File: src/rtl/csync_pkg.sv
package csync_pkg;
  typedef enum logic [1:0] {
    SH_IDLE   = 2'd0,
    SH_WAIT_A = 2'd1,
    SH_WAIT_B = 2'd2
  } shape_st_e;
endpackage

File: src/rtl/csync_edge.sv
module csync_edge #(
  parameter int   STAGES  = 2,
  parameter logic RST_VAL = 1'b1
) (
  input  logic clk_i,
  input  logic rst_ni,
  input  logic d_i,
  output logic lvl_o,
  output logic rise_o,
  output logic fall_o
);
  logic [STAGES-1:0] sync_q;
  logic              dly_q;

  for (genvar i = 0; i < STAGES; i++) begin : g_stg
    if (i == 0) begin : g_first
      always_ff @(posedge clk_i or negedge rst_ni)
        if (!rst_ni) sync_q[i] <= RST_VAL;
        else         sync_q[i] <= d_i;
    end else begin : g_next
      always_ff @(posedge clk_i or negedge rst_ni)
        if (!rst_ni) sync_q[i] <= RST_VAL;
        else         sync_q[i] <= sync_q[i-1];
    end
  end

  always_ff @(posedge clk_i or negedge rst_ni)
    if (!rst_ni) dly_q <= RST_VAL;
    else         dly_q <= sync_q[STAGES-1];

  assign lvl_o  = sync_q[STAGES-1];
  assign rise_o = sync_q[STAGES-1] & ~dly_q;
  assign fall_o = ~sync_q[STAGES-1] & dly_q;
endmodule

File: src/rtl/csync_low_meter.sv
module csync_low_meter #(
  parameter int CNT_W = 10
) (
  input  logic             clk_i,
  input  logic             rst_ni,
  input  logic             lvl_i,
  input  logic             rise_i,
  input  logic [CNT_W-1:0] thr_i,
  output logic             arm_o
);
  localparam logic [CNT_W-1:0] CNT_MAX = {CNT_W{1'b1}};

  logic [CNT_W-1:0] cnt_q;
  logic             over, over_q;

  always_ff @(posedge clk_i or negedge rst_ni)
    if (!rst_ni)                        cnt_q <= '0;
    else if (rise_i)                    cnt_q <= '0;
    else if (!lvl_i && cnt_q != CNT_MAX) cnt_q <= cnt_q + 1'b1;

  assign over = ~lvl_i & (cnt_q > thr_i);

  always_ff @(posedge clk_i or negedge rst_ni)
    if (!rst_ni) over_q <= 1'b0;
    else         over_q <= over;

  // one event per long low period
  assign arm_o = over & ~over_q;
endmodule

File: src/rtl/csync_vdet.sv
module csync_vdet (
  input  logic clk_i,
  input  logic rst_ni,
  input  logic arm_i,
  input  logic vsel_i,
  input  logic tim_lvl_i,
  input  logic tim_rise_i,
  input  logic tim_fall_i,
  input  logic cs_fall_i,
  output logic vpulse_o
);
  logic armed_q, win_q, seen_q, vp_q;

  always_ff @(posedge clk_i or negedge rst_ni) begin
    if (!rst_ni) begin
      armed_q <= 1'b0;
      win_q   <= 1'b0;
      seen_q  <= 1'b0;
      vp_q    <= 1'b0;
    end else begin
      vp_q <= 1'b0;
      if (tim_rise_i && armed_q) begin
        if (!vsel_i) begin
          vp_q    <= 1'b1;
          armed_q <= 1'b0;
          win_q   <= 1'b0;
          seen_q  <= 1'b0;
        end else if (win_q) begin
          vp_q    <= seen_q;
          armed_q <= 1'b0;
          win_q   <= 1'b0;
          seen_q  <= 1'b0;
        end
      end else begin
        if (tim_fall_i && armed_q) win_q <= 1'b1;
        if (win_q && !tim_lvl_i && cs_fall_i) seen_q <= 1'b1;
      end
      if (arm_i) begin
        armed_q <= 1'b1;
        win_q   <= 1'b0;
        seen_q  <= 1'b0;
      end
    end
  end

  assign vpulse_o = vp_q;
endmodule

File: src/rtl/csync_shape.sv
module csync_shape
  import csync_pkg::*;
(
  input  logic clk_i,
  input  logic rst_ni,
  input  logic arm_i,
  input  logic tim_rise_i,
  input  logic cs_lvl_i,
  output logic shape_o
);
  shape_st_e st_q;
  logic      a_q, shape_q;

  always_ff @(posedge clk_i or negedge rst_ni) begin
    if (!rst_ni) begin
      st_q    <= SH_IDLE;
      a_q     <= 1'b0;
      shape_q <= 1'b0;
    end else if (arm_i) begin
      st_q <= SH_WAIT_A;
    end else if (tim_rise_i) begin
      unique case (st_q)
        SH_WAIT_A: begin
          a_q  <= cs_lvl_i;
          st_q <= SH_WAIT_B;
        end
        SH_WAIT_B: begin
          shape_q <= a_q ^ cs_lvl_i;
          st_q    <= SH_IDLE;
        end
        default: st_q <= SH_IDLE;
      endcase
    end
  end

  assign shape_o = shape_q;
endmodule

File: src/rtl/csync_sep.sv
module csync_sep #(
  parameter int CNT_W       = 10,
  parameter int SYNC_STAGES = 2
) (
  input  logic             clk_i,
  input  logic             rst_ni,
  input  logic             csync_i,
  input  logic             tim_i,
  input  logic             vsel_i,
  input  logic [CNT_W-1:0] low_thr_i,
  output logic             hpulse_o,
  output logic             vpulse_o,
  output logic             shape_o
);
  logic cs_lvl, cs_rise, cs_fall;
  logic tm_lvl, tm_rise, tm_fall;
  logic arm;
  logic hp_q;

  csync_edge #(.STAGES(SYNC_STAGES), .RST_VAL(1'b1)) u_cs_edge (
    .clk_i (clk_i), .rst_ni (rst_ni), .d_i (csync_i),
    .lvl_o (cs_lvl), .rise_o (cs_rise), .fall_o (cs_fall)
  );

  csync_edge #(.STAGES(SYNC_STAGES), .RST_VAL(1'b0)) u_tm_edge (
    .clk_i (clk_i), .rst_ni (rst_ni), .d_i (tim_i),
    .lvl_o (tm_lvl), .rise_o (tm_rise), .fall_o (tm_fall)
  );

  csync_low_meter #(.CNT_W(CNT_W)) u_meter (
    .clk_i (clk_i), .rst_ni (rst_ni), .lvl_i (cs_lvl), .rise_i (cs_rise),
    .thr_i (low_thr_i), .arm_o (arm)
  );

  csync_vdet u_vdet (
    .clk_i (clk_i), .rst_ni (rst_ni), .arm_i (arm), .vsel_i (vsel_i),
    .tim_lvl_i (tm_lvl), .tim_rise_i (tm_rise), .tim_fall_i (tm_fall),
    .cs_fall_i (cs_fall), .vpulse_o (vpulse_o)
  );

  csync_shape u_shape (
    .clk_i (clk_i), .rst_ni (rst_ni), .arm_i (arm), .tim_rise_i (tm_rise),
    .cs_lvl_i (cs_lvl), .shape_o (shape_o)
  );

  always_ff @(posedge clk_i or negedge rst_ni)
    if (!rst_ni) hp_q <= 1'b0;
    else         hp_q <= cs_fall;

  assign hpulse_o = hp_q;
endmodule

File: config.mk
export PLATFORM = sky130hd
export DESIGN_NAME = csync_sep
export DESIGN_NICKNAME = d
export VERILOG_FILES = /design/src/rtl/csync_pkg.sv /design/src/rtl/csync_edge.sv /design/src/rtl/csync_low_meter.sv /design/src/rtl/csync_vdet.sv /design/src/rtl/csync_shape.sv /design/src/rtl/csync_sep.sv
export SDC_FILE = /design/constraint.sdc
export NUM_CORES = 1
export LEC_CHECK = 0
export BUFFER_PORTS_ARGS = -buffer_cell sky130_fd_sc_hd__buf_2
export CAP_MARGIN = 20
export CORE_MARGIN = 4
export CORE_UTILIZATION = 30
export CTS_CLUSTER_DIAMETER = 120
export DETAILED_ROUTE_END_ITERATION = 10
export GPL_TIMING_DRIVEN = 0
export PLACE_DENSITY = 0.49
export SYNTH_ARGS = -nofsm -noshare
export SYNTH_HDL_FRONTEND = slang
export SYNTH_SLANG_ARGS = --single-unit
File: constraint.sdc
create_clock -name clk_i -period 5.85 [get_ports clk_i]
set_clock_uncertainty 0.05 [all_clocks]
set_input_delay 0.2925 -clock clk_i [delete_from_list [all_inputs] [get_ports clk_i]]
set_output_delay 0.2925 -clock clk_i [all_outputs]
set_load 0.05 [all_outputs]
==> summary.txt, run 1 <==
Placed design
  • HPWL after DPL: approximately 2200 um
  • GP Congestion: roughly 0.8
  • Number of port buffers: 17

Logic synthesis
  • Mean post-synth cell area: about 10 sq um
  • Share of the yosys chip area belonging to registers: 0.466
  • Register bit count reported by yosys: 26
  • Post-synthesis adder-cell area fraction: 0.0980
  • Number of nets in the synthesized netlist: 166
  • Most frequently used flop master after synthesis: dfrtp_1
  • XOR/XNOR Fraction of Synth Area: 0.0436
  • Simple-gate area share of the yosys netlist: 0.182
  • Number of synthesized flops with an enable pin: 0
  • Count of unique library cells instantiated by Yosys: 39
  • Cell Area, Synth: 1410 sq um
  • Largest family of logic cells by synthesized area: simple AND/OR/NAND/NOR gates
  • Async set-or-reset flop fraction in the synthesized netlist: 1.00
  • Number of instances in the synthesized netlist: 140
  • Compound-cell area share of the yosys netlist: 0.146
  • Total of warnings raised by yosys: 0
  • Share of cell area taken by muxes after synthesis: 0.0187

Cells and area
  • Diode insertion count for antenna repair: 0
  • Fill cell total of the finished layout: 457
  • Layout cells sized above 1: 0.204
  • Register with the most flip-flops: u_meter.cnt_q
  • Biggest regs: u_meter.cnt_q: 10 flops, u_shape.st_q: 2 flops
  • Number of flip-flops under the largest register name: 10
  • Synth-to-layout area growth: 16.5%
  • Net count reported at finish: around 190

Global route
  • Maximum number of pins on one net before global-route repair: 27
  • Number of global-route vias before repair: approximately 1,000
  • Global-route usage over all layers: 0.102
  • Overflow after GRT: 0
  • First-pass GRT wire length: a little under 5000 um
  • Initial antenna violation count: 0

Status
  • Run status: finished, final reports clean

Pwr
  • P_leak: ~0.79 nW
  • Total power of the final layout: roughly 440 uW
  • Peak supply drop: ~0.12 mV
  • Power per standard cell area: 268 nW/um^2

Floorplanning
  • Die height: 76.4 um
  • Die ar.: 5840 sq um
  • Area of the core region: around 4400 sq um
  • Effective utilization at floorplan: 0.316
  • Number of placement rows: 24
  • Number of top-level pins: 18
  • Horizontal die dimension: 76.4 um

Detailed routing
  • Routed wire length per instance: approximately 13 um
  • Avg Vias per Cell: between 4 and 5
  • Detailed Route WL: about 2800 um
  • Number of remaining DRC errors: 0
  • Antenna Nets Post-Route: 0
  • Count of vias placed by the detailed router: about 1,000
  • Drt initial violations: 34
  • Number of search-and-repair iterations in the first detailed-routing pass: 4

Min path
  • Hold Crit Class: in2reg
  • Number of cells traversed by the worst hold path: 1

STA
  • Final critical-path share of the clock period: 0.362
  • Pins over their slew limit: 0
  • Highest achievable clock rate: approximately 470 MHz
  • Post-layout minimum cycle time: approximately 2.1 ns
  • Max-slew headroom: 0.610
  • Number of failing setup endpoints in the final timing report: 0
  • Sum of negative setup slack: 0 ns
  • Final hold violation count: 0
  • Transition at the pin with the smallest max-transition slack: about 0.59 ns
  • Unrepaired setup endpoints after global routing: false

CTS
  • Maximum buffer depth of the clock tree: 2
  • Cell chosen for the clock root: clkbuf_8
  • Clock slew at the register clock pins of the worst setup and hold paths: approximately 0.1 ns
  • Post-CTS Setup Inserts: 0
  • Total number of H-tree levels: 1
  • Number of sinks driven by the clock tree: 26
  • TritonCTS clock tree: yes
  • TritonCTS Buffers: 3
  • Clk_lat worst skew: approximately 0.27 ns

Critical path
  • Cell count of the worst reg-to-reg path: 6
  • WP data required: just under 6 ns
  • Type of the worst setup path: reg2reg
  • Worst Path Max Fanout: 6
  • Kind of end point of the critical path: register
  • Critical Path Start Type: register
  • Arrival time worst endpoint: about 2.2 ns

Run
  • Max cap viols: 0
[metrics by stage]
step	cell area, sq um	hold WS [ns]	setup WS, ns	std cells	utilization
after global routing	1640	0.0499	3.59	214	0.368
after floorplan	1410	-0.0531	3.90	140	-
final	1640	0.0683	3.73	214	0.368
after detailed placement	1560	0.284	3.72	209	0.350
after global placement	1560	0.276	3.73	209	0.350
after CTS	1640	0.0570	3.71	214	0.368
[synthesized netlist by cell type (3+ instances only)]
| cell type | n | area [sq um] |
|---|---|---|
| nor3_1 | 3 | 15.0 |
| nand4_1 | 4 | 25.0 |
| xor2_1 | 4 | 35.0 |
| o21ai_0 | 8 | 40.0 |
| nor2_1 | 14 | 52.6 |
| nand2_1 | 7 | 26.3 |
| nand3_1 | 5 | 25.0 |
| nand2b_1 | 4 | 25.0 |
| ha_1 | 11 | 138 |
| a21oi_1 | 7 | 35.0 |
| dfrtp_1 | 23 | 576 |
| dfstp_2 | 3 | 78.8 |
| xnor2_1 | 3 | 26.3 |
| inv_1 | 15 | 56.3 |
[final cells by class]
type / instances / area, sq um / area share
Multi-Input combinational cell: 97 / 686 / 0.419
Sequential cell: 26 / 654 / 0.400
Timing Repair Buffer: 18 / 95.1 / 0.0581
Tap cell: 52 / 65.1 / 0.0398
Inverter: 15 / 56.3 / 0.0344
Clock buffer: 3 / 41.3 / 0.0252
Clock inverter: 1 / 30.0 / 0.0183
Buffer: 2 / 8.76 / 0.00535
[cells by family (layout without fill, tap and decap cells)]
kind of cell | after synthesis | after routing
AOI/OAI and AO/OA | 28 | 28
xor gates and xnor gates | 7 | 7
adders and majority gates | 11 | 11
buffers and inverters | 17 | 39
DFF | 26 | 26
muxes | 2 | 2
and+or+nand+nor | 49 | 49
[what timing repair did]
item                                   4_1_cts  5_1_grt
endpoints found under the hold margin       23        0
hold buffers                                 1        0
resized for setup                            0        0
[power breakdown]
group	total [mW]	switching (mW)	leakage, nW	internal (mW)
Combinational	0.0795	0.0468	0.430	0.0327
Clock	0.148	0.0570	0.0357	0.0915
Sequential	0.211	0.0148	0.329	0.196
Total	0.439	0.119	0.794	0.321
[routing by layer]
layer,track usage,part of all wire,vias up
li1,-,-,532
met1,0.132,0.49,483
met2,0.172,0.48,11
met3,0.0248,0.025,2
met4,0.0217,0.0086,0
met5,0,0,-
[worst max-delay path, cell delays in order, from the launching register on]
cell,delay (ns)
dfrtp_1,0.47
ha_1,0.34
a21oi_1,0.12
o21ai_1,0.11
a2111oi_4,0.50
o21ai_2,0.12
mux2_4,0.30
[path summary, 6_finish.rpt]
kind,slack (ns),endpoint,start
min in group asynchronous,0.50,u_shape.a_q,rst_ni
setup / recovery,3.73,u_shape.shape_o,u_meter.cnt_q[5]
hold reg to reg,0.30,u_tm_edge.lvl_o,u_tm_edge.sync_q[0]
hold / removal,0.07,u_cs_edge.sync_q[0],csync_i
setup reg to reg,3.73,u_shape.shape_o,u_meter.cnt_q[5]
max in group asynchronous,4.86,u_meter.cnt_q[1],rst_ni
[cells in the final DEF (no fill, tap or decap), types with 2 or more instances in the layout]
cell | Yosys | layout
nand2b_1 | 4 | 4
a31oi_1 | 2 | 2
and3_1 | 2 | 2
xnor2_1 | 3 | 3
dfstp_2 | 3 | 3
inv_1 | 15 | 15
nand3_1 | 5 | 5
nand2_1 | 7 | 7
buf_2 | 1 | 18
dfrtp_1 | 23 | 23
nor2b_1 | 2 | 2
nor3b_1 | 2 | 2
nor2_1 | 14 | 14
xor2_1 | 4 | 4
ha_1 | 11 | 11
a21oi_1 | 7 | 7
nand4_1 | 4 | 4
clkbuf_8 | 0 | 3
o21ai_0 | 8 | 8
nor3_1 | 3 | 3
Power figures use the tool's default switching activity.
==> inputs of run 2 (changes only) <==
Clock period 5.85 ns to 2.1 ns, I/O delays scaled along.
==> summary.txt, run 2 (synthesis gave the netlist of run 1 again) <==
Status
  • Run status: finished, final reports clean

Critical path
  • Largest stage delay, worst path: around 0.45 ns
  • Critical Path, Cell by Cell: ha_1 > nand4_1 > a211oi_2 > a2111oi_4 > buf_4 > o21ai_4 > mux2_4
  • Critical Path Start Type: register
  • WP data required: approximately 2.2 ns
  • Kind of end point of the critical path: register
  • Cell with the largest stage delay on the worst path: dfrtp_2
  • Worst Path Max Fanout: 5
  • Type of the worst setup path: reg2reg
  • Arrival time worst endpoint: about 2.2 ns

CTS
  • Total number of H-tree levels: 1
  • Clock slew at the register clock pins of the worst setup and hold paths: around 0.10 ns
  • TritonCTS clock tree: yes
  • Cell chosen for the clock root: clkbuf_8
  • Clk_lat worst skew: around 0.27 ns
  • Maximum buffer depth of the clock tree: 2
  • TritonCTS Buffers: 3
  • Number of sinks driven by the clock tree: 26

STA
  • Unrepaired setup endpoints after global routing: true
  • Transition at the pin with the smallest max-transition slack: 0.589 ns
  • Max-slew headroom: 0.608
  • Hold WS: 0.297 ns
  • Post-layout minimum cycle time: just over 2 ns
  • Number of failing setup endpoints in the final timing report: 0
  • Pins over their slew limit: 0
  • Final setup slack of the worst path: approximately 0.025 ns
  • Final hold violation count: 0
  • Highest achievable clock rate: roughly 480 MHz
  • Final critical-path share of the clock period: 0.988

Detailed routing
  • Detailed Route WL: slightly above 3000 um
  • Drt initial violations: 37
  • Routed wire length per instance: 13.4 um
  • Antenna Nets Post-Route: 0
  • Avg Vias per Cell: 4.77
  • Number of remaining DRC errors: 0
  • Count of vias placed by the detailed router: between 1,000 and 1,500
  • Number of search-and-repair iterations in the first detailed-routing pass: 4

Pwr
  • Total power of the final layout: around 1.3 mW
  • Power per standard cell area: approximately 680 nW/um^2
  • Peak supply drop: ~0.34 mV
  • P_leak: just under 0.9 nW

Placed design
  • GP Congestion: about 0.8
  • HPWL after DPL: around 2200 um
  • Number of port buffers: 17
  • Number of cells in the design after placement: roughly 210
  • Worst slack at placement: -0.0272 ns

Floorplanning
  • Area of the core region: between 4000 and 5000 sq um
  • Number of top-level pins: 18
  • Die ar.: just under 6000 sq um
  • Number of placement rows: 24
  • Effective utilization at floorplan: 0.316
  • Horizontal die dimension: 76.4 um
  • Die height: between 70 and 80 um

Cells and area
  • Diode insertion count for antenna repair: 0
  • Fill cell total of the finished layout: roughly 450
  • Synth-to-layout area growth: 30.6%
  • Net count reported at finish: 205
  • Commonest cells after routing, fill and taps aside: dfrtp_1, buf_2, inv_1, nor2_1, buf_4
  • Number of flip-flops under the largest register name: 10
  • Biggest regs: u_meter.cnt_q: 10 flops, u_shape.st_q: 2 flops
  • Final core utilization: 0.413
  • Register with the most flip-flops: u_meter.cnt_q
  • Cell Count, Final, Fillers Out: 230
  • Layout cells sized above 1: 0.315
  • Most common cell after layout, fill and taps aside: dfrtp_1

Global route
  • Number of global-route vias before repair: around 1,100
  • Global-route usage over all layers: 0.104
  • Maximum number of pins on one net before global-route repair: 27
  • First-pass GRT wire length: 4990 um
  • Initial antenna violation count: 0
  • Overflow after GRT: 0

Min path
  • Hold Crit Class: reg2reg

Run
  • Max cap viols: 0
-- run 2: changes by cell type in the layout (fill, tap and decap cells not counted), moves of 3 or more --
cell           change
buf_4             +13
dlygate4sd3_1      +3
dfrtp_1            -4
ha_1               -3
dfrtp_2            +4
ha_4               +3
-- run 2: power by group --
part / internal, mW / switching [mW] / leakage (nW)
logic: 0.102 / 0.145 / 0.507
clock network: 0.255 / 0.162 / 0.0357
registers: 0.547 / 0.0429 / 0.322
total: 0.904 / 0.350 / 0.865
-- run 2: path summary, 6_finish.rpt --
check / from / to / slack (ns) / cells after the start
min reg2reg: u_tm_edge.sync_q[0] / u_tm_edge.lvl_o / 0.30 / 0
min: u_tm_edge.sync_q[0] / u_tm_edge.lvl_o / 0.30 / 0
max reg2reg: u_meter.cnt_q[5] / u_shape.shape_o / 0.03 / 7
max in group asynchronous: rst_ni / u_meter.cnt_q[8] / 1.26 / 2
min in group asynchronous: rst_ni / u_shape.a_q / 0.31 / 2
max: u_meter.cnt_q[5] / u_shape.shape_o / 0.03 / 7
-- run 2: area by class of cell --
class / count / area [sq um] / area share
Buffer: 2 / 8.76 / 0.00477
Clock buffer: 3 / 41.3 / 0.0225
Clock inverter: 1 / 30.0 / 0.0164
Inverter: 15 / 56.3 / 0.0307
Multi-Input combinational cell: 97 / 752 / 0.410
Sequential cell: 26 / 659 / 0.359
Tap cell: 52 / 65.1 / 0.0354
Timing Repair Buffer: 34 / 223 / 0.121
-- run 2: worst max-delay path: cells and delay by family, from the launching register on --
family / cells / cell delay, ns
flops: 1 / 0.45
compound gates: 3 / 0.52
mux: 1 / 0.30
fa+ha+maj: 1 / 0.32
simple gates: 1 / 0.16
buf+inv: 1 / 0.17
-- run 2: what timing repair did --
item / in CTS / in global routing
gates resized for setup: 3 / 10
endpoints found under the hold margin: 26 / 0
hold buffers: 4 / 0
buffers inserted: 2 / 11
pin swaps: 3 / 6
setup endpoints to repair: 1 / 6
-- run 2: routing by layer --
metal	vias to the layer above	track usage	wire length, um	share of wire
met3	2	0.0248	56	0.018
met2	9	0.177	1560	0.51
met4	0	0.0217	20	0.0065
met5	-	0	0	0
li1	565	-	-	-
met1	520	0.133	1440	0.47
-- run 2: stage by stage --
stage / cell area (sq um) / setup TNS (ns)
6_report: 1840 / 0
5_1_grt: 1840 / -0.0321
4_1_cts: 1690 / 0
3_5_place_dp: 1560 / -0.0272
3_3_place_gp: 1560 / -0.0212
2_1_floorplan: 1410 / 0
==> inputs of run 3 (changes only) <==
Settings changed: SYNTH_HIERARCHICAL from default to 1.
==> summary.txt, run 3 <==
Run
  • Max cap viols: 0

Global route
  • Overflow after GRT: 0
  • Initial antenna violation count: 0
  • Maximum number of pins on one net before global-route repair: 27
  • First-pass GRT wire length: ~5600 um
  • Global-route usage over all layers: 0.113
  • Number of global-route vias before repair: about 1,200

Placed design
  • GP Congestion: around 0.72
  • Number of cells in the design after placement: about 220
  • Number of port buffers: 17
  • HPWL after DPL: approximately 2200 um

Cells and area
  • Synth-to-layout area growth: 30.8%
  • Biggest regs: u_meter/cnt_q: 10 flops, u_shape/st_q: 2 flops
  • Cell Count, Final, Fillers Out: between 200 and 250
  • Number of flip-flops under the largest register name: 10
  • Net count reported at finish: approximately 200
  • Register with the most flip-flops: u_meter/cnt_q
  • Commonest cells after routing, fill and taps aside: dfrtp_1, buf_2, inv_1
  • Layout cells sized above 1: 0.371
  • Most common cell after layout, fill and taps aside: dfrtp_1
  • Diode insertion count for antenna repair: 0

Floorplanning
  • Number of placement rows: 25
  • Horizontal die dimension: slightly below 80 um
  • Die ar.: approximately 6100 sq um
  • Effective utilization at floorplan: 0.311
  • Die height: between 70 and 80 um
  • Area of the core region: ~4800 sq um
  • Number of top-level pins: 18

Detailed routing
  • Routed wire length per instance: approximately 13 um
  • Detailed Route WL: between 3000 and 4000 um
  • Number of search-and-repair iterations in the first detailed-routing pass: 4
  • Avg Vias per Cell: roughly 4.7
  • Drt initial violations: 60
  • Antenna Nets Post-Route: 0
  • Number of remaining DRC errors: 0
  • Count of vias placed by the detailed router: approximately 1,100

CTS
  • Cell chosen for the clock root: clkbuf_8
  • Clock slew at the register clock pins of the worst setup and hold paths: around 0.09 ns
  • Clk_lat worst skew: about 0.27 ns
  • Total number of H-tree levels: 1
  • TritonCTS clock tree: yes
  • TritonCTS Buffers: 3
  • Number of sinks driven by the clock tree: 26
  • Maximum buffer depth of the clock tree: 2

STA
  • Final setup slack of the worst path: -0.235 ns
  • Max-slew headroom: 0.594
  • Final hold violation count: 0
  • Post-layout minimum cycle time: between 2 and 2.5 ns
  • Number of failing setup endpoints in the final timing report: 2
  • Transition at the pin with the smallest max-transition slack: roughly 0.61 ns
  • Highest achievable clock rate: approximately 430 MHz
  • Final critical-path share of the clock period: 1.11
  • Pins over their slew limit: 0
  • Unrepaired setup endpoints after global routing: true

Logic synthesis
  • Register bit count reported by yosys: 26
  • Most frequent cell after synthesis: dfrtp_1
  • Async set-or-reset flop fraction in the synthesized netlist: 1.00
  • Number of instances in the synthesized netlist: 140
  • Count of unique library cells instantiated by Yosys: 42
  • Mean post-synth cell area: about 11 sq um
  • Area fraction of the dominant cell type after synthesis: 0.390
  • Post-synth top area cell: dfrtp_1
  • Most frequently used flop master after synthesis: dfrtp_1
  • Cell Area, Synth: about 1500 sq um
  • Number of nets in the synthesized netlist: 166
  • Number of synthesized flops with an enable pin: 0
  • Share of the yosys chip area belonging to registers: 0.443
  • Most area-consuming cells after synthesis: dfrtp_1, ha_1, dfstp_2
  • Commonest cells in the synthesized netlist: dfrtp_1, inv_1, ha_1
  • Total of warnings raised by yosys: 6

Critical path
  • WP data required: roughly 2.2 ns
  • Largest stage delay, worst path: roughly 0.43 ns
  • Cell with the largest stage delay on the worst path: a2111oi_4
  • Critical Path Start Type: register
  • Worst Path Buf+Inv: 1
  • Kind of end point of the critical path: register
  • Worst Path Max Fanout: 5
  • Type of the worst setup path: reg2reg
  • Top cell family by delay on the critical path: compound AO/OA/AOI/OAI gates
  • Arrival time worst endpoint: between 2 and 2.5 ns
  • Critical Path, Cell by Cell: ha_1 > a21oi_2 > o21ai_2 > a2111oi_4 > nor4_4 > buf_4 > and4bb_1 > mux2_4

Status
  • Run status: finished with violations
  • Violated checks: negative setup slack

Pwr
  • Internal cell power: around 910 uW
  • Reported net switching power: around 360 uW
  • Peak supply drop: 0.295 mV
  • P_leak: 0.896 nW
  • Sw Share: 0.284
  • Power per standard cell area: roughly 660 nW/um^2
  • Portion of total power attributed to combinational logic: 0.191
  • Clock power share: 0.328
  • Sequential cell fraction of total power: 0.481
  • Total power of the final layout: roughly 1.3 mW

Min path
  • Hold Crit Class: reg2reg
==> run 3: power groups by stage <==
stage	Clock (mW)	Combinational (mW)	Sequential, mW
finish	0.418	0.244	0.614
detailed placement	0	0.214	0.624
global route	0.457	0.284	0.623
floorplan	0	0.140	0.624
global placement	0	0.205	0.619
CTS	0.434	0.235	0.613
==> run 3: layout make-up <==
cell class / instances / area, sq um
clock inverters: 1 / 30.0
plain buffers: 3 / 13.8
fillers: 486 / 2820
repair buffers: 31 / 200
inverters: 15 / 56.3
flip-flops and latches: 26 / 658
well taps: 67 / 83.8
multi-input cells: 96 / 850
clock buffers: 3 / 41.3
==> run 3: repair_timing <==
item / in CTS / in global routing
gates resized for setup: 11 / 6
pin swaps: 5 / 5
hold buffers: 4 / 0
hold endpoints to repair: 26 / 0
setup endpoints to repair: 5 / 5
setup buffers: 9 / 2
==> run 3: per-layer routing <==
| layer | vias to the layer above | part of all wire | GRT usage | wire length [um] |
|---|---|---|---|---|
| met1 | 546 | 0.46 | 0.150 | 1480 |
| met4 | 0 | 0.010 | 0.0367 | 33 |
| met5 | - | 0 | 0 | 0 |
| li1 | 570 | - | - | - |
| met3 | 4 | 0.040 | 0.0172 | 128 |
| met2 | 28 | 0.49 | 0.188 | 1560 |
==> run 3: cell families (layout without fill, tap and decap cells) <==
kind of cell | Yosys count | in the layout | synth area share
AOI/OAI and AO/OA | 28 | 28 | 0.142
xor gates and xnor gates | 2 | 2 | 0.0119
adders and majority gates | 11 | 11 | 0.0931
buffers and inverters | 18 | 53 | 0.0474
DFF | 26 | 26 | 0.443
muxes | 5 | 5 | 0.0406
and+or+nand+nor | 50 | 50 | 0.222
==> run 3: final timing paths <==
check	startpoint	endpoint	slack [ns]	cells past startpoint
max in group asynchronous	rst_ni	u_meter/cnt_q[2]	1.25	2
setup reg to reg	u_meter/cnt_q[5]	u_shape/a_q	-0.23	8
min in group asynchronous	rst_ni	u_meter/cnt_q[8]	0.32	2
hold / removal	u_tm_edge/sync_q[0]	u_tm_edge/lvl_o	0.31	0
setup / recovery	u_meter/cnt_q[5]	u_shape/a_q	-0.23	8
hold reg to reg	u_tm_edge/sync_q[0]	u_tm_edge/lvl_o	0.31	0
==> run 3: through the flow <==
step / cell area [sq um] / utilization / worst slack (ns) / hold slack (ns) / TNS (ns)
final: 1930 / 0.407 / -0.235 / 0.312 / -0.447
after global routing: 1930 / 0.407 / -0.378 / 0.318 / -0.853
after CTS: 1880 / 0.396 / -0.316 / 0.315 / -0.587
after detailed placement: 1650 / 0.348 / -0.450 / 0.0974 / -0.890
after global placement: 1650 / 0.348 / -0.440 / 0.0915 / -0.876
after floorplan: 1480 / - / -0.100 / -0.241 / -0.200
